**src/rtl/scd_pkg.sv**
```systemverilog
package scd_pkg;

  typedef enum logic [1:0] {
    ST_IDLE  = 2'd0,
    ST_BUSY  = 2'd1,
    ST_DRAIN = 2'd2
  } cyc_state_t;

  // synchronized, active-high view of the host lines
  typedef struct packed {
    logic as;
    logic ds;
    logic cs;
    logic wr;
  } strobe_t;

  localparam int STROBE_W = $bits(strobe_t);

endpackage

```
**src/rtl/scd_sync.sv**
```systemverilog
module scd_sync #(
  parameter int WIDTH  = 4,
  parameter int STAGES = 2
) (
  input  logic             clk,
  input  logic             rst,
  input  logic [WIDTH-1:0] pin_n,
  output logic [WIDTH-1:0] level
);

  genvar b;
  generate
    for (b = 0; b < WIDTH; b++) begin : g_bit
      logic [STAGES-1:0] chain;
      always_ff @(posedge clk) begin
        if (rst) chain <= '0;
        else     chain <= {chain[STAGES-2:0], ~pin_n[b]};
      end
      assign level[b] = chain[STAGES-1];
    end
  endgenerate

endmodule

```
**src/rtl/scd_tracker.sv**
```systemverilog
module scd_tracker
  import scd_pkg::*;
(
  input  logic    clk,
  input  logic    rst,
  input  strobe_t lv,
  output logic    start_p,
  output logic    end_p,
  output logic    busy
);

  cyc_state_t st, st_nx;
  logic ds_seen, ds_seen_nx;
  logic go, stop;

  // start condition: address strobe and select, plus data strobe or write
  assign go   = lv.as && lv.cs && (lv.ds || lv.wr);
  // end condition: first strobe to fall away
  assign stop = !lv.as || (ds_seen && !lv.ds);

  always_comb begin
    st_nx      = st;
    ds_seen_nx = ds_seen;
    case (st)
      ST_IDLE: begin
        ds_seen_nx = 1'b0;
        if (go) begin
          st_nx      = ST_BUSY;
          ds_seen_nx = lv.ds;
        end
      end
      ST_BUSY: begin
        ds_seen_nx = ds_seen | lv.ds;
        if (stop) st_nx = ST_DRAIN;
      end
      ST_DRAIN: begin
        ds_seen_nx = 1'b0;
        if (!lv.as && !lv.ds) st_nx = ST_IDLE;
      end
      default: st_nx = ST_IDLE;
    endcase
  end

  always_ff @(posedge clk) begin
    if (rst) begin
      st      <= ST_IDLE;
      ds_seen <= 1'b0;
      start_p <= 1'b0;
      end_p   <= 1'b0;
    end else begin
      st      <= st_nx;
      ds_seen <= ds_seen_nx;
      start_p <= (st == ST_IDLE) && go;
      end_p   <= (st == ST_BUSY) && stop;
    end
  end

  assign busy = (st == ST_BUSY);

endmodule

```
**src/rtl/scd_ack.sv**
```systemverilog
module scd_ack #(
  parameter int ACK_DLY = 2
) (
  input  logic clk,
  input  logic rst,
  input  logic busy,
  input  logic cs_on,
  output logic ack_n
);

  localparam int            CW   = $clog2(ACK_DLY + 1);
  localparam logic [CW-1:0] LAST = CW'(ACK_DLY - 1);

  logic [CW-1:0] cnt;

  always_ff @(posedge clk) begin
    if (rst) begin
      cnt   <= '0;
      ack_n <= 1'b1;
    end else begin
      ack_n <= !(busy && (cnt == LAST) && cs_on);
      if (!busy)             cnt <= '0;
      else if (cnt != LAST)  cnt <= cnt + 1'b1;
    end
  end

endmodule

```
**src/rtl/strobe_cycle_detect.sv**
```systemverilog
module strobe_cycle_detect
  import scd_pkg::*;
#(
  parameter int SYNC_STAGES = 2,
  parameter int ACK_DLY     = 2
) (
  input  logic clk,
  input  logic rst,
  input  logic as_n,
  input  logic ds_n,
  input  logic cs_n,
  input  logic rw_n,
  output logic cyc_start,
  output logic cyc_end,
  output logic dsack_n
);

  logic [STROBE_W-1:0] lvl_bits;
  strobe_t             lvl;
  logic                busy;

  scd_sync #(.WIDTH(STROBE_W), .STAGES(SYNC_STAGES)) u_sync (
    .clk  (clk),
    .rst  (rst),
    .pin_n({as_n, ds_n, cs_n, rw_n}),
    .level(lvl_bits)
  );

  assign lvl = lvl_bits;

  scd_tracker u_trk (
    .clk    (clk),
    .rst    (rst),
    .lv     (lvl),
    .start_p(cyc_start),
    .end_p  (cyc_end),
    .busy   (busy)
  );

  scd_ack #(.ACK_DLY(ACK_DLY)) u_ack (
    .clk  (clk),
    .rst  (rst),
    .busy (busy),
    .cs_on(lvl.cs),
    .ack_n(dsack_n)
  );

endmodule

```
**config.mk**
```make
export PLATFORM = sky130hd
export DESIGN_NAME = strobe_cycle_detect
export DESIGN_NICKNAME = d
export VERILOG_FILES = /design/src/rtl/scd_pkg.sv /design/src/rtl/scd_sync.sv /design/src/rtl/scd_tracker.sv /design/src/rtl/scd_ack.sv /design/src/rtl/strobe_cycle_detect.sv
export SDC_FILE = /design/constraint.sdc
export NUM_CORES = 1
export LEC_CHECK = 0
export BUFFER_PORTS_ARGS = -buffer_cell sky130_fd_sc_hd__buf_2
export CELL_PAD_IN_SITES_DETAIL_PLACEMENT = 1
export CELL_PAD_IN_SITES_GLOBAL_PLACEMENT = 1
export CORE_MARGIN = 2
export CORE_UTILIZATION = 40
export DETAILED_ROUTE_END_ITERATION = 16
export PLACE_DENSITY = 0.79
export SYNTH_ARGS = -nofsm -noshare
export SYNTH_HDL_FRONTEND = slang
export SYNTH_SLANG_ARGS = --single-unit
```
**constraint.sdc**
```tcl
create_clock -name clk -period 2 [get_ports clk]
set_input_delay 0.6 -clock clk [delete_from_list [all_inputs] [get_ports clk]]
set_output_delay 0.6 -clock clk [all_outputs]
set_load 0.02 [all_outputs]
```
# After elaboration in Yosys (flattened, before gate mapping)
# Index checks and enable logic that the tools add are counted.
totals:
  reg_bits: 16
  inputBits: 6
  output_inout_bits: 3
  word_cells: 47
classes:
  addsub: 1
  n_eq_ne: 7
  n_mux: 6
  n_bitwise: 6
  reduce_logical: 17
ops:
  columns: ["op", "n"]
  rows:
  - ["$logic_and 1x1->1", 8]
  - ["$mux 2", 3]
  - ["$ne 2x1->1 const B", 3]
  - ["$pmux 2 s3", 1]
  - ["$not 1->1", 5]
  - ["$eq 2x1->1 const B", 2]
  - ["$logic_not 1->1", 3]
  - ["$pmux 1 s3", 1]
  - ["$reduce_and 3->1", 1]
  - ["$reduce_bool 3->1", 1]
  - ["$add 2x1->2 const B", 1]
  - ["$eq 2x2->1 const B", 1]
  - ["$logic_not 2->1", 1]
  - ["$logic_or 1x1->1", 2]
  - ["$ne 2x2->1 const B", 1]
  - ["$reduce_or 2->1", 1]
  - ["$mux 1", 1]
  - ["$or 1x1->1", 1]

# Depth between registers and ports, before layout
# Gate-level depths: netlist of the first run.
depth:
  depth_word: 5
  depth_mapped: 6
  mapped_depth_nobuf: 6

# By module
# From an unflattened synthesis of the first run, not the netlist that was laid out.
unflattened:
  cells_unflattened: 64
  hier_area_um2: 645.6
by_module_without_submodules:
  columns: ["mod", "n_inst", "cells_per_inst", "area_each_um2", "seq_area_each_um2"]
  rows:
  - ["scd_tracker", 1, 33, 291.5, 100.1]
  - ["scd_sync", 1, 20, 230.2, 160.2]
  - ["scd_ack", 1, 11, 123.9, 60.1]

# Least setup slack after synthesis of the first run
# OpenSTA, ideal clock, no wires.
synth_path:
  kind: "register to register"
  start: "register u_trk.st[0]"
  end: "register u_trk.st[0]"
  setup_ns: 0.072
  arrival_time_ns: 1.358
  required_time_ns: 1.928
  slack_ns: 0.570
  path_stages_with_launch: 7
  path_buffers: 0
  synth_period_minus_slack_ns: 1.430
  cell_sequence: "dfxtp_1 inv_1 ha_1 o31a_1 a21oi_2 a21boi_2 mux2i_1"
synth_between:
  elab_chain_len: 3
  word_cells_on_any_way: 8
  classes_between: "5 x eq/ne; 1 x mux; 2 x reduce/logical"
synth_lines:
  columns: ["element", "line", "text"]
  rows:
  - ["start: declaration", "scd_tracker.sv:12", "cyc_state_t st, st_nx;"]
  - ["start signal: assignment", "scd_tracker.sv:51", "st <= st_nx;"]
  - ["$eq 2x1->1 (tied with other cells)", "scd_tracker.sv:24", "case (st)"]
  - ["$ne 2x2->1 (no line) or $ne 2x1->1 (tied branches)", null, null]
  - ["$reduce_and 3->1 (no line)", null, null]
# Parallel ways exist; a longest one is shown, timed or not.
# A chain may end at the register's enable or synchronous reset.

# Final worst setup path of the first run
# Same ends and word-level chain as after synthesis.

==> reports/summary.txt, run 1 <==
=====================================================================================================
Filler instances .......................................................................          181
CTS root buf ........................................................................... sky130_fd_sc_hd__clkbuf_4
Maximum VDD drop .......................................................................       512 µV
Slew of the pin with the lowest slew margin ............................................     0.256 ns
Post-synthesis share of cell area spent on full adders, half adders and majority gates .        12.1%
Primary flip-flop cell chosen by synthesis mapping ..................................... sky130_fd_sc_hd__dfxtp_1
Synth Net Count ........................................................................           71
Proportion of register bits with asynchronous set or reset after synthesis .............           0%
Via count ..............................................................................          429
Hold-fix buffer count after cts ........................................................            0
First-pass GRT wire length .............................................................      1900 µm
Sequential Area ........................................................................      320 µm²
Final number of hold-violating endpoints ...............................................            0
Number of global-route vias before repair ..............................................          454
Critical path capture point type .......................................................         flop
Cell Chain, Critical Path .............................................................. inv_1, ha_1, o31a_1, a21oi_2, a21boi_2, mux2i_1
Number of max-capacitance violations reported ..........................................            0
Dominant cells by area after synthesis ................................................. sky130_fd_sc_hd__dfxtp_1 52%, sky130_fd_sc_hd__ha_1 12%, sky130_fd_sc_hd__nor2_1 4.8%
Insertion delay to the later sink of the worst-skew pair ...............................      0.28 ns
DRC violations left ....................................................................            0
Simple-Gate Fraction of Synth Area .....................................................        18.1%
Number of enable-type register cells in the synthesized netlist ........................            0
GRT overflow ...........................................................................            0
Die height .............................................................................      43.4 µm
Delay contributed by the slowest stage of the critical path ............................      0.40 ns
Number of placed I/O pins ..............................................................            9
Starting Density .......................................................................        42.2%
Type of the tightest min-delay check ...................................................      reg2reg
Time the final worst path needs with I/O delays and setup ..............................      1.63 ns
Wirelength, routed .....................................................................      1070 µm
Final setup violating endpoints ........................................................            0
Fraction of final layout cells with drive strength greater than 1 ......................        20.0%
Number of antenna violations at the first check in global routing ......................            0
Post-CTS Repair Setup Buffers ..........................................................            0
Critical Path Source ................................................................... u_trk.st[0]$_SDFFE_PP0P_
Required time of the critical path .....................................................      2.22 ns
Die X ..................................................................................      43.4 µm
Synthesized-area fraction occupied by ao, oa, aoi and oai cells ........................        11.5%
Number of antenna diodes ...............................................................            0
Crit path kind .........................................................................      reg2reg
Layout Nets ............................................................................           83
CTS resizes ............................................................................            0
Fraction of post-synthesis cell area in the top cell type by area ......................        51.6%
Distinct cell type count after synthesis ...............................................           19
Worst clock skew .......................................................................   0.00152 ns
Detailed placement HPWL ................................................................       815 µm
Clock transition time at the flip-flop clock pins of the worst setup and hold paths ....      0.09 ns
Largest fanout on the critical path ....................................................            4
Dominant cell type by area after synthesis ............................................. sky130_fd_sc_hd__dfxtp_1
Most common cell in the synthesized netlist ............................................ sky130_fd_sc_hd__dfxtp_1
Mapped Area ............................................................................      621 µm²
Result of the run ......................................................................    completed
Design Power ...........................................................................       795 µW
Leak pwr ...............................................................................  0.000299 µW
Port Buffer Count ......................................................................            8
Flip-flop and latch count after synthesis ..............................................           16
Maximum number of pins on one net before global-route repair ...........................           16
Mux contribution to synthesized area ...................................................        1.61%
Number of warning messages in the yosys log ............................................            0
Total routing resource utilization after global routing ................................        14.0%
CTS H-Tree Depth .......................................................................            1
Share of the synthesized netlist area taken by xor and xnor gates ......................        1.41%
Clock Sinks ............................................................................           16
Cell at the slowest stage of the critical path ......................................... sky130_fd_sc_hd__dfxtp_1
RSZ-0062 raised after global routing ...................................................           no
Fin crit share .........................................................................        81.3%
Buffers & Inverters on Critical Path ...................................................            1
Via/cell ratio .........................................................................         4.99
TritonCTS buffer count .................................................................            3
Number of violations reported at the end of detailed-routing iteration 0 ...............            5
Dominant combinational cell family by area after synthesis ............................. simple AND/OR/NAND/NOR gates
Setup Total Neg Slack ..................................................................         0 ns
Mean post-synth cell area ..............................................................     10.5 µm²
Routed wirelength normalized by instance count .........................................      12.5 µm
Area grow syn2layout ...................................................................        14.9%
Pwr per Cell Area ......................................................................  1120 nW/µm²
Sequential element share of the synthesized area .......................................        51.6%
Startpoint of the most critical hold path .............................................. u_sync.g_bit[1].chain[0]$_SDFF_PP0_
Number of instances in the synthesized netlist .........................................           59
Buffer levels on the longest clock path ................................................            2
Highest clock frequency the design can meet ............................................    0.615 GHz
Startpoint kind of the worst setup timing path .........................................         flop
Area of the die ........................................................................     1880 µm²
Row Count ..............................................................................           14
Total iterations of the first detailed-routing run .....................................            3
Max-slew violation count ...............................................................            0
Max transition margin ..................................................................        82.9%
Family of cells with the greatest summed delay on the critical path .................... compound AO/OA/AOI/OAI gates
CTS tree ...............................................................................          yes
Antenna Violating Nets Remaining .......................................................            0
CP arrival .............................................................................      1.84 ns
Leading cell types by count after synthesis ............................................ 16 x sky130_fd_sc_hd__dfxtp_1, 8 x sky130_fd_sc_hd__nor2_1, 6 x sky130_fd_sc_hd__ha_1
Reg-to-reg startpoint .................................................................. u_trk.st[0]$_SDFFE_PP0P_
Multi-input gate area ..................................................................      278 µm²
Placeable core area ....................................................................     1470 µm²
Final weighted congestion in routability-driven placement ..............................        0.675
=====================================================================================================
-- kinds of logic after synthesis --
group / after synthesis
simple gates: 20
compound gates: 9
buf+inv: 6
xor+xnor: 1
mux: 1
fa+ha+maj: 6
flops: 16
-- metal layers --
layer / GRT usage [%] / share of wire (%) / wire [µm]
met4: 9.09 / 1.3 / 14
met5: 0 / 0 / 0
met1: 16.1 / 45 / 486
met3: 2.50 / 2.9 / 31
met2: 23.6 / 50 / 541
-- placed cells by master, fill, tap and decap left out --
cell                       instances
sky130_fd_sc_hd__a21oi_2           1
sky130_fd_sc_hd__mux2i_1           1
sky130_fd_sc_hd__nand2b_1          4
sky130_fd_sc_hd__a221oi_1          2
sky130_fd_sc_hd__nand4b_1          2
sky130_fd_sc_hd__nor2_1            8
sky130_fd_sc_hd__inv_1             5
sky130_fd_sc_hd__xor2_1            1
sky130_fd_sc_hd__o211ai_1          1
sky130_fd_sc_hd__clkbuf_8          1
sky130_fd_sc_hd__a21boi_2          1
sky130_fd_sc_hd__ha_1              6
sky130_fd_sc_hd__o31a_1            1
sky130_fd_sc_hd__clkbuf_4          3
sky130_fd_sc_hd__buf_2             8
sky130_fd_sc_hd__nor3b_1           1
sky130_fd_sc_hd__nor2b_1           4
sky130_fd_sc_hd__a21oi_1           2
sky130_fd_sc_hd__dfxtp_1          16
sky130_fd_sc_hd__or2b_1            1
sky130_fd_sc_hd__o21a_1            1
-- area by class of cell --
class | instances | share of cell area (%)
Multi-Input combinational cell | 37 | 38.9
Tap cell | 16 | 2.81
Inverter | 5 | 2.63
Timing Repair Buffer | 8 | 5.61
Clock buffer | 4 | 5.09
Sequential cell | 16 | 44.9
-- worst paths after layout --
path	end	slack [ns]	cells after the start
worst max register to register	u_trk.st[0]$_SDFFE_PP0P_	0.37	6
worst min-delay path	u_sync.g_bit[1].chain[1]$_SDFF_PP0_	0.45	1
worst min register to register	u_sync.g_bit[1].chain[1]$_SDFF_PP0_	0.45	1
worst max-delay path	u_trk.st[0]$_SDFFE_PP0P_	0.37	6
-- stage by stage --
stage / instance area [µm²] / cells / utilization, % / worst slack [ns] / hold slack (ns)
after floorplan: 621 / 59 / - / 0.570 / 0.398
after global placement: 677 / 82 / 46.0 / 0.519 / 0.423
after detailed placement: 677 / 82 / 46.0 / 0.404 / 0.431
after CTS: 713 / 86 / 48.5 / 0.376 / 0.436
after global routing: 713 / 86 / 48.5 / 0.240 / 0.437
final: 713 / 86 / 48.5 / 0.374 / 0.447
-- registers in the layout, summed over array words and instances (netlist names) --
name,cells
u_trk.end_p,1
u_sync.g_bit.chain,8
u_ack.cnt,2
u_trk.st,2
u_trk.ds_seen,1
u_ack.ack_n,1
u_trk.start_p,1
-- power breakdown --
group | total [µW] | switching (µW) | internal (µW)
Sequential | 371 | 21.4 | 350
Clock | 212 | 101 | 111
Combinational | 212 | 114 | 98.2
Total | 795 | 236 | 559
-- worst register-to-register path, cell delays in order, from the launching register on --
cell and delay [ns]:
sky130_fd_sc_hd__dfxtp_1 0.40, sky130_fd_sc_hd__inv_1 0.10, sky130_fd_sc_hd__ha_1 0.25, sky130_fd_sc_hd__o31a_1 0.28
sky130_fd_sc_hd__a21oi_2 0.15, sky130_fd_sc_hd__a21boi_2 0.19, sky130_fd_sc_hd__mux2i_1 0.19
Note: power is estimated with default switching activity, not from simulation.
==> inputs of run 2 (changes only) <==
- ABC_AREA: not set -> 1
- CORE_UTILIZATION: 40 -> 38
- clock period: 2 -> 1.7 ns (I/O delays scaled with it)
==> run 2 against run 1 <==
Routed wire length is 20% higher; setup slack better by 0.040 ns; first-iteration DRC count is 60% lower; sequential share of layout area is 1.5 points lower; cell count is 26% higher; sequential power is 22% higher; largest cell class unchanged; highest routed layer unchanged.
==> reports/summary.txt, run 2 <==
==================================================================================================
Dominant cells by area after synthesis .............................................. sky130_fd_sc_hd__dfxtp_1 50%, sky130_fd_sc_hd__ha_1 12%, sky130_fd_sc_hd__nor2_1 12%
Maximum VDD drop ....................................................................       596 µV   +16%
Number of warning messages in the yosys log .........................................            0   unchanged
Buffer levels on the longest clock path .............................................            2   unchanged
Fin crit share ......................................................................        75.6%
Met2 wire len .......................................................................       703 µm   +30%
Insertion delay to the later sink of the worst-skew pair ............................      0.29 ns   about the same
Biggest register .................................................................... u_sync.g_bit.chain
Die X ...............................................................................      45.2 µm   +4.2%
Max FFs per register ................................................................            8   unchanged
Clock Sinks .........................................................................           16   unchanged
Number of antenna violations at the first check in global routing ...................            0   unchanged
Crit path kind ......................................................................      reg2out
Cell Chain, Critical Path ...........................................................        buf_2
Number of placed I/O pins ...........................................................            9   unchanged
Design Area, Final ..................................................................      738 µm²   +3.5%
Design Power ........................................................................      1020 µW   +28%
CTS root buf ........................................................................ sky130_fd_sc_hd__clkbuf_4
Family of cells with the greatest summed delay on the critical path .................   flip-flops
Startpoint of the most critical hold path ...........................................         ds_n
Placeable core area .................................................................     1540 µm²   +4.8%
Filler instances ....................................................................          206   +14%
Final weighted congestion in routability-driven placement ...........................        0.763   +13%
Share of total power consumed by net switching ......................................        34.5%   +4.7 points
Post-Place Setup Slack ..............................................................     0.442 ns   +0.0383 ns
Minimum setup slack in the final design .............................................     0.414 ns   +0.0398 ns
Slew of the pin with the lowest slew margin .........................................     0.209 ns   -0.0472 ns
Via/cell ratio ......................................................................         4.77   -4.4%
Critical path capture point type ....................................................   output pin
Antenna Violating Nets Remaining ....................................................            0   unchanged
Cell at the slowest stage of the critical path ...................................... sky130_fd_sc_hd__dfxtp_1
Max transition margin ...............................................................        86.0%   +3.1 points
Most common cell after layout, fill and taps aside .................................. sky130_fd_sc_hd__nor2_1
Wl on met1 ..........................................................................       540 µm   +11%
CTS tree ............................................................................          yes
Wirelength, routed ..................................................................      1290 µm   +20%
Number of instances in the synthesized netlist ......................................           81   +37%
Reg-to-reg startpoint ............................................................... u_trk.st[0]$_SDFFE_PP0P_
Comb pwr share ......................................................................        30.9%   +4.3 points
Registers with the most flip-flops .................................................. u_sync.g_bit.chain: 8 flops, u_ack.cnt: 2 flops, u_trk.st: 2 flops
Mean post-synth cell area ...........................................................     7.97 µm²   -24%
Most common cell in the synthesized netlist ......................................... sky130_fd_sc_hd__nor2_1
Worst clock skew ....................................................................  0.000474 ns   -0.00104 ns
Number of enable-type register cells in the synthesized netlist .....................            0   unchanged
Primary flip-flop cell chosen by synthesis mapping .................................. sky130_fd_sc_hd__dfxtp_1
Result of the run ...................................................................    completed
FF-to-FF path depth .................................................................            5   -1
Required time of the critical path ..................................................      1.19 ns   -1.03 ns
Routed wirelength normalized by instance count ......................................      12.0 µm   -4.1%
Area grow syn2layout ................................................................        14.3%
CP arrival ..........................................................................      0.78 ns   -1.06 ns
Final setup violating endpoints .....................................................            0   unchanged
Slack of the worst reg-to-reg path ..................................................      0.43 ns   +0.06 ns
Top layer reached by signal wires ...................................................         met4
Clock transition time at the flip-flop clock pins of the worst setup and hold paths .      0.09 ns   about the same
Via count ...........................................................................          515   +20%
Number of violations reported at the end of detailed-routing iteration 0 ............            2   -3
Sequential group share of total power ...............................................        44.4%   -2.3 points
Type of the tightest min-delay check ................................................       in2reg
Starting Density ....................................................................        41.9%   -0.29 points
Largest fanout on the critical path .................................................            1   -3
RSZ-0062 raised after global routing ................................................           no
CTS H-Tree Depth ....................................................................            1   unchanged
Number of global-route vias before repair ...........................................          501   +10%
Highest clock frequency the design can meet .........................................    0.778 GHz
Fraction of final layout cells with drive strength greater than 1 ...................        17.4%   -2.6 points
Row Count ...........................................................................           14   unchanged
Time the final worst path needs with I/O delays and setup ...........................      1.29 ns
Setup Total Neg Slack ...............................................................         0 ns   unchanged
Port Buffer Count ...................................................................            8   unchanged
Distinct cell type count after synthesis ............................................           16   -3
DRC violations left .................................................................            0   unchanged
Instance area after placement .......................................................      702 µm²   +3.7%
Number of max-capacitance violations reported .......................................            0   unchanged
Leak pwr ............................................................................  0.000367 µW   +23%
Detailed placement HPWL .............................................................      1010 µm   +24%
Maximum number of pins on one net before global-route repair ........................           13   -3
Area of the die .....................................................................     2040 µm²   +8.6%
Flip-flop and latch count after synthesis ...........................................           16   unchanged
Final number of hold-violating endpoints ............................................            0   unchanged
TritonCTS buffer count ..............................................................            3   unchanged
Post-CTS Repair Setup Buffers .......................................................            0   unchanged
Proportion of register bits with asynchronous set or reset after synthesis ..........           0%   unchanged
Switching power of the nets .........................................................       352 µW   +49%
Sequential element share of the synthesized area ....................................        49.6%   -2.0 points
Delay contributed by the slowest stage of the critical path .........................      0.33 ns   -0.07 ns
Die height ..........................................................................      45.2 µm   +4.2%
Total iterations of the first detailed-routing run ..................................            4   +1
Fraction of post-synthesis cell area in the top cell type by area ...................        49.6%   -2.0 points
CTS resizes .........................................................................            0   unchanged
Number of antenna diodes ............................................................            0   unchanged
R2r endpoint ........................................................................ u_trk.ds_seen$_SDFFE_PP0P_
Min-Delay Path Depth ................................................................            2   +1
Capture endpoint of the worst hold path ............................................. u_sync.g_bit[2].chain[0]$_SDFF_PP0_
Leading cell types in the layout, fill and taps excluded ............................ 20 x sky130_fd_sc_hd__nor2_1, 16 x sky130_fd_sc_hd__dfxtp_1, 14 x sky130_fd_sc_hd__inv_1, 8 x sky130_fd_sc_hd__nand2_1, 8 x sky130_fd_sc_hd__buf_2
Leading cell types by count after synthesis ......................................... 20 x sky130_fd_sc_hd__nor2_1, 16 x sky130_fd_sc_hd__dfxtp_1, 14 x sky130_fd_sc_hd__inv_1
Critical Path Source ................................................................ u_ack.ack_n$_SDFF_PP1_
Layout Nets .........................................................................          105   +27%
Total routing resource utilization after global routing .............................        15.1%   +1.2 points
Buffers & Inverters on Critical Path ................................................            1   unchanged
Synth Net Count .....................................................................           93   +31%
Pwr per Cell Area ...................................................................  1380 nW/µm²   +24%
Hold-fix buffer count after cts .....................................................            0   unchanged
Internal power consumption ..........................................................       669 µW   +20%
Metal3 WL ...........................................................................        37 µm   +19%
Dominant cell type by area after synthesis .......................................... sky130_fd_sc_hd__dfxtp_1
Startpoint kind of the worst setup timing path ......................................         flop
Mapped Area .........................................................................      646 µm²   +4.0%
First-pass GRT wire length ..........................................................      2090 µm   +9.8%
Clock power frac ....................................................................        24.7%   -2.0 points
Max-slew violation count ............................................................            0   unchanged
GRT overflow ........................................................................            0   unchanged
==================================================================================================
-- run 2: final cells by class --
type	count	area, µm²	share of cell area (%)
flip-flops and latches	16	320	43.4
multi-input cells	48	262	35.4
inverters	16	60.1	8.14
repair buffers	8	40.0	5.42
clock buffers	4	36.3	4.92
well taps	16	20.0	2.71
-- run 2: worst max path at each step --
stage                                  to  slack (ns)  cells past startpoint
6_report                          dsack_n        0.41                      1
5_1_grt          u_trk.st[1]$_SDFFE_PP0P_        0.32                      7
3_5_place_dp   u_trk.ds_seen$_SDFFE_PP0P_        0.44                      5
4_1_cts                           dsack_n        0.40                      1
2_1_floorplan  u_trk.ds_seen$_SDFFE_PP0P_        0.59                      5
3_3_place_gp   u_trk.ds_seen$_SDFFE_PP0P_        0.51                      5
-- run 2: per-stage QoR --
stage               cells  utilization (%)  hold WS [ns]
floorplan              81                -         0.381
global placement      104             45.5         0.390
detailed placement    104             45.5         0.396
CTS                   108             47.9         0.344
global route          108             47.9         0.339
finish                108             47.9         0.355
-- run 2: cells by family (layout without fill, tap and decap cells) --
logic type               after synthesis  count (layout)  synth area share, %
adder cells (fa/ha/maj)                6               6                 11.6
XOR/XNOR                               1               1                 1.36
buffers and inverters                 17              28                 9.88
AND/OR/NAND/NOR                       35              35                 22.5
flip-flops                            16              16                 49.6
AO/OA/AOI/OAI                          6               6                 5.04
-- run 2: metal layers --
metal | vias up | global-route usage [%]
li1 | 266 | -
met1 | 239 | 16.0
met2 | 8 | 26.9
met3 | 2 | 3.60
met4 | 0 | 8.82
met5 | - | 0
-- run 2: power groups by stage --
stage | registers, µW | logic (µW) | clock network (µW)
final | 453 | 315 | 252
after global routing | 460 | 362 | 280
after CTS | 454 | 319 | 266
after detailed placement | 463 | 319 | 0
after global placement | 458 | 301 | 0
after floorplan | 458 | 233 | 0
==> inputs of run 3 (changes only) <==
- CORE_UTILIZATION: 38 -> 35
- PLACE_DENSITY: 0.79 -> 0.77
- clock period: 1.7 -> 1.05 ns (I/O delays scaled with it)
==> run 3 against run 2 <==
The flow now finishes with violations (negative setup slack); cell count increased by 14%; clock power increased by 22%; clock skew increased by 0.0051 ns; via count up 6.4%; sequential cell count unchanged; utilization rose by 5.4 points; power increased by 97%.
==> reports/summary.txt, run 3 (synthesis results as in run 2) <==
==================================================================================================
Result of the run ................................................................... finished, violations left
Failing checks ...................................................................... negative setup slack
Layout Nets .........................................................................          112   +6.7%
Number of placed I/O pins ...........................................................            9   unchanged
Final weighted congestion in routability-driven placement ...........................        0.820   +7.5%
Placeable core area .................................................................     1730 µm²   +12%
Crit path kind ......................................................................      reg2reg
Leading cell types in the layout, fill and taps excluded ............................ 18 x sky130_fd_sc_hd__nor2_1, 9 x sky130_fd_sc_hd__inv_1, 9 x sky130_fd_sc_hd__dfxtp_1, 7 x sky130_fd_sc_hd__buf_4, 6 x sky130_fd_sc_hd__nand2_1
Number of violations reported at the end of detailed-routing iteration 0 ............            7   +5
Number of max-capacitance violations reported .......................................            0   unchanged
Final setup violating endpoints .....................................................            2   +2
Row Count ...........................................................................           15   +1
R2r endpoint ........................................................................ u_trk.ds_seen$_SDFFE_PP0P_
Maximum number of pins on one net before global-route repair ........................            9   -4
Startpoint of the most critical hold path ...........................................         rw_n
Total iterations of the first detailed-routing run ..................................            3   -1
Area of the die .....................................................................     2200 µm²   +7.8%
Fraction of final layout cells with drive strength greater than 1 ...................        46.9%   +30 points
Critical path capture point type ....................................................         flop
Worst clock skew ....................................................................   0.00559 ns   +0.00512 ns
Cell Chain, Critical Path ........................................................... buf_4, ha_1, a21oi_1, a211oi_2
Most common cell after layout, fill and taps aside .................................. sky130_fd_sc_hd__nor2_1
Clock transition time at the flip-flop clock pins of the worst setup and hold paths .      0.09 ns   about the same
Max FFs per register ................................................................            8   unchanged
Highest clock frequency the design can meet .........................................    0.917 GHz
CTS root buf ........................................................................ sky130_fd_sc_hd__clkbuf_4
Via count ...........................................................................          548   +6.4%
Max-slew violation count ............................................................            0   unchanged
Biggest register .................................................................... u_sync.g_bit.chain
DRC violations left .................................................................            0   unchanged
CP arrival ..........................................................................      1.26 ns   +0.48 ns
GRT overflow ........................................................................            0   unchanged
Wirelength, routed ..................................................................      1480 µm   +14%
TritonCTS buffer count ..............................................................            3   unchanged
Number of antenna diodes ............................................................            0   unchanged
Finished Layout Cells ...............................................................          123   +14%
Number of global-route vias before repair ...........................................          540   +7.8%
Insertion delay to the later sink of the worst-skew pair ............................      0.28 ns   about the same
Delay contributed by the slowest stage of the critical path .........................      0.37 ns   +0.04 ns
Slack of the worst reg-to-reg path ..................................................     -0.04 ns   -0.47 ns
Port Buffer Count ...................................................................            8   unchanged
Die X ...............................................................................      47.0 µm   +3.8%
Min-Delay Path Depth ................................................................            2   unchanged
Routed wirelength normalized by instance count ......................................      12.0 µm   +0.30%
Number of antenna violations at the first check in global routing ...................            0   unchanged
Maximum VDD drop ....................................................................       942 µV   +58%
Final Util ..........................................................................        53.3%   +5.4 points
First-pass GRT wire length ..........................................................      2210 µm   +5.6%
Cell at the slowest stage of the critical path ...................................... sky130_fd_sc_hd__dfxtp_4
Leak pwr ............................................................................  0.000406 µW   +10%
Area grow syn2layout ................................................................        42.4%
Required time of the critical path ..................................................      1.22 ns   +0.03 ns
Clock Sinks .........................................................................           16   unchanged
Type of the tightest min-delay check ................................................       in2reg
Filler instances ....................................................................          223   +8.3%
Startpoint kind of the worst setup timing path ......................................         flop
CTS H-Tree Depth ....................................................................            1   unchanged
Design Power ........................................................................      2010 µW   +97%
Minimum setup slack in the final design .............................................   -0.0403 ns   -0.454 ns
Via/cell ratio ......................................................................         4.46   -6.6%
Starting Density ....................................................................        37.4%   -4.5 points
Capture endpoint of the worst hold path ............................................. u_sync.g_bit[0].chain[0]$_SDFF_PP0_
Buffer levels on the longest clock path .............................................            2   unchanged
Largest fanout on the critical path .................................................            3   +2
Slew of the pin with the lowest slew margin .........................................     0.178 ns   -0.0311 ns
Registers with the most flip-flops .................................................. u_sync.g_bit.chain: 8 flops, u_ack.cnt: 2 flops, u_trk.st: 2 flops
Cell count after placement ..........................................................          119   +14%
Antenna Violating Nets Remaining ....................................................            0   unchanged
RSZ-0062 raised after global routing ................................................          yes
Total routing resource utilization after global routing .............................        15.0%   -0.11 points
Pwr per Cell Area ...................................................................  2180 nW/µm²   +58%
Reg-to-reg startpoint ............................................................... u_trk.st[0]$_SDFFE_PP0P_
Hold-fix buffer count after cts .....................................................            0   unchanged
Detailed placement HPWL .............................................................      1000 µm   -1.2%
Time the final worst path needs with I/O delays and setup ...........................      1.09 ns
Die height ..........................................................................      47.0 µm   +3.8%
Fin crit share ......................................................................         104%
CTS tree ............................................................................          yes
FF-to-FF path depth .................................................................            4   -1
Max transition margin ...............................................................        88.2%   +2.2 points
Final number of hold-violating endpoints ............................................            0   unchanged
==================================================================================================
==> run 3: cell count changes in the layout (fill, tap and decap cells not counted), moves of 4 or more <==
cell                      before  now
sky130_fd_sc_hd__buf_4         0    7
sky130_fd_sc_hd__ha_1          6    2
sky130_fd_sc_hd__inv_1        14    9
sky130_fd_sc_hd__dfxtp_1      16    9
sky130_fd_sc_hd__dfxtp_4       0    4
==> run 3: cell type report <==
cell class | instances | area (µm²) | area share (%)
multi-input combinational | 48 | 350 | 38.1
timing repair buffer | 15 | 111 | 12.1
sequential | 16 | 339 | 36.9
clock buffer | 3 | 22.5 | 2.45
tap | 25 | 31.3 | 3.40
inverter | 16 | 65.1 | 7.07
==> run 3: worst max-delay path by stage <==
stage                              from                         end  slack, ns  depth (start not counted)
3_5_place_dp   u_trk.st[0]$_SDFFE_PP0P_    u_trk.st[1]$_SDFFE_PP0P_      -0.08                          7
6_report       u_trk.st[0]$_SDFFE_PP0P_  u_trk.ds_seen$_SDFFE_PP0P_      -0.04                          4
5_1_grt        u_trk.st[1]$_SDFFE_PP0P_    u_trk.st[0]$_SDFFE_PP0P_       -0.1                          7
3_3_place_gp   u_trk.st[0]$_SDFFE_PP0P_    u_trk.st[1]$_SDFFE_PP0P_      -0.04                          7
4_1_cts        u_trk.st[0]$_SDFFE_PP0P_    u_trk.st[1]$_SDFFE_PP0P_      -0.04                          7
2_1_floorplan  u_trk.st[0]$_SDFFE_PP0P_  u_trk.ds_seen$_SDFFE_PP0P_      0.008                          5
==> run 3: what timing repair did <==
action                     4_1_cts  5_1_grt
buffers inserted                 0        1
gates resized for setup         25       14
pin swaps                        7       12
setup endpoints to repair       11       11
==> run 3: metal layers <==
layer | vias to the layer above | track usage, % | wire, µm
met5 | - | 0 | 0
met4 | 0 | 8.33 | 28
met3 | 4 | 3.46 | 36
met2 | 8 | 26.6 | 752
met1 | 257 | 16.3 | 659
li1 | 279 | - | -
==> run 3: stage by stage <==
| stage | instance area, µm² | hold slack [ns] | worst slack [ns] | setup TNS (ns) |
|---|---|---|---|---|
| 2_1_floorplan | 648 | 0.381 | 0.00760 | 0 |
| 3_3_place_gp | 761 | 0.391 | -0.0368 | -0.0987 |
| 3_5_place_dp | 761 | 0.393 | -0.0801 | -0.244 |
| 4_1_cts | 865 | 0.165 | -0.0369 | -0.0908 |
| 5_1_grt | 920 | 0.152 | -0.0988 | -0.372 |
| 6_report | 920 | 0.173 | -0.0403 | -0.0651 |
==> run 3: report_power, final <==
| part | total, µW | internal, µW | switching [µW] |
|---|---|---|---|
| Sequential | 778 | 697 | 80.9 |
| Combinational | 921 | 445 | 476 |
| Clock | 307 | 133 | 174 |
| Total | 2010 | 1270 | 731 |
==> run 3: critical path: cells and delay by family, from the launching register on <==
family,cells,cell delay (ns)
DFF,1,0.37
buffers and inverters,1,0.14
AOI/OAI and AO/OA,2,0.26
adders and majority gates,1,0.21
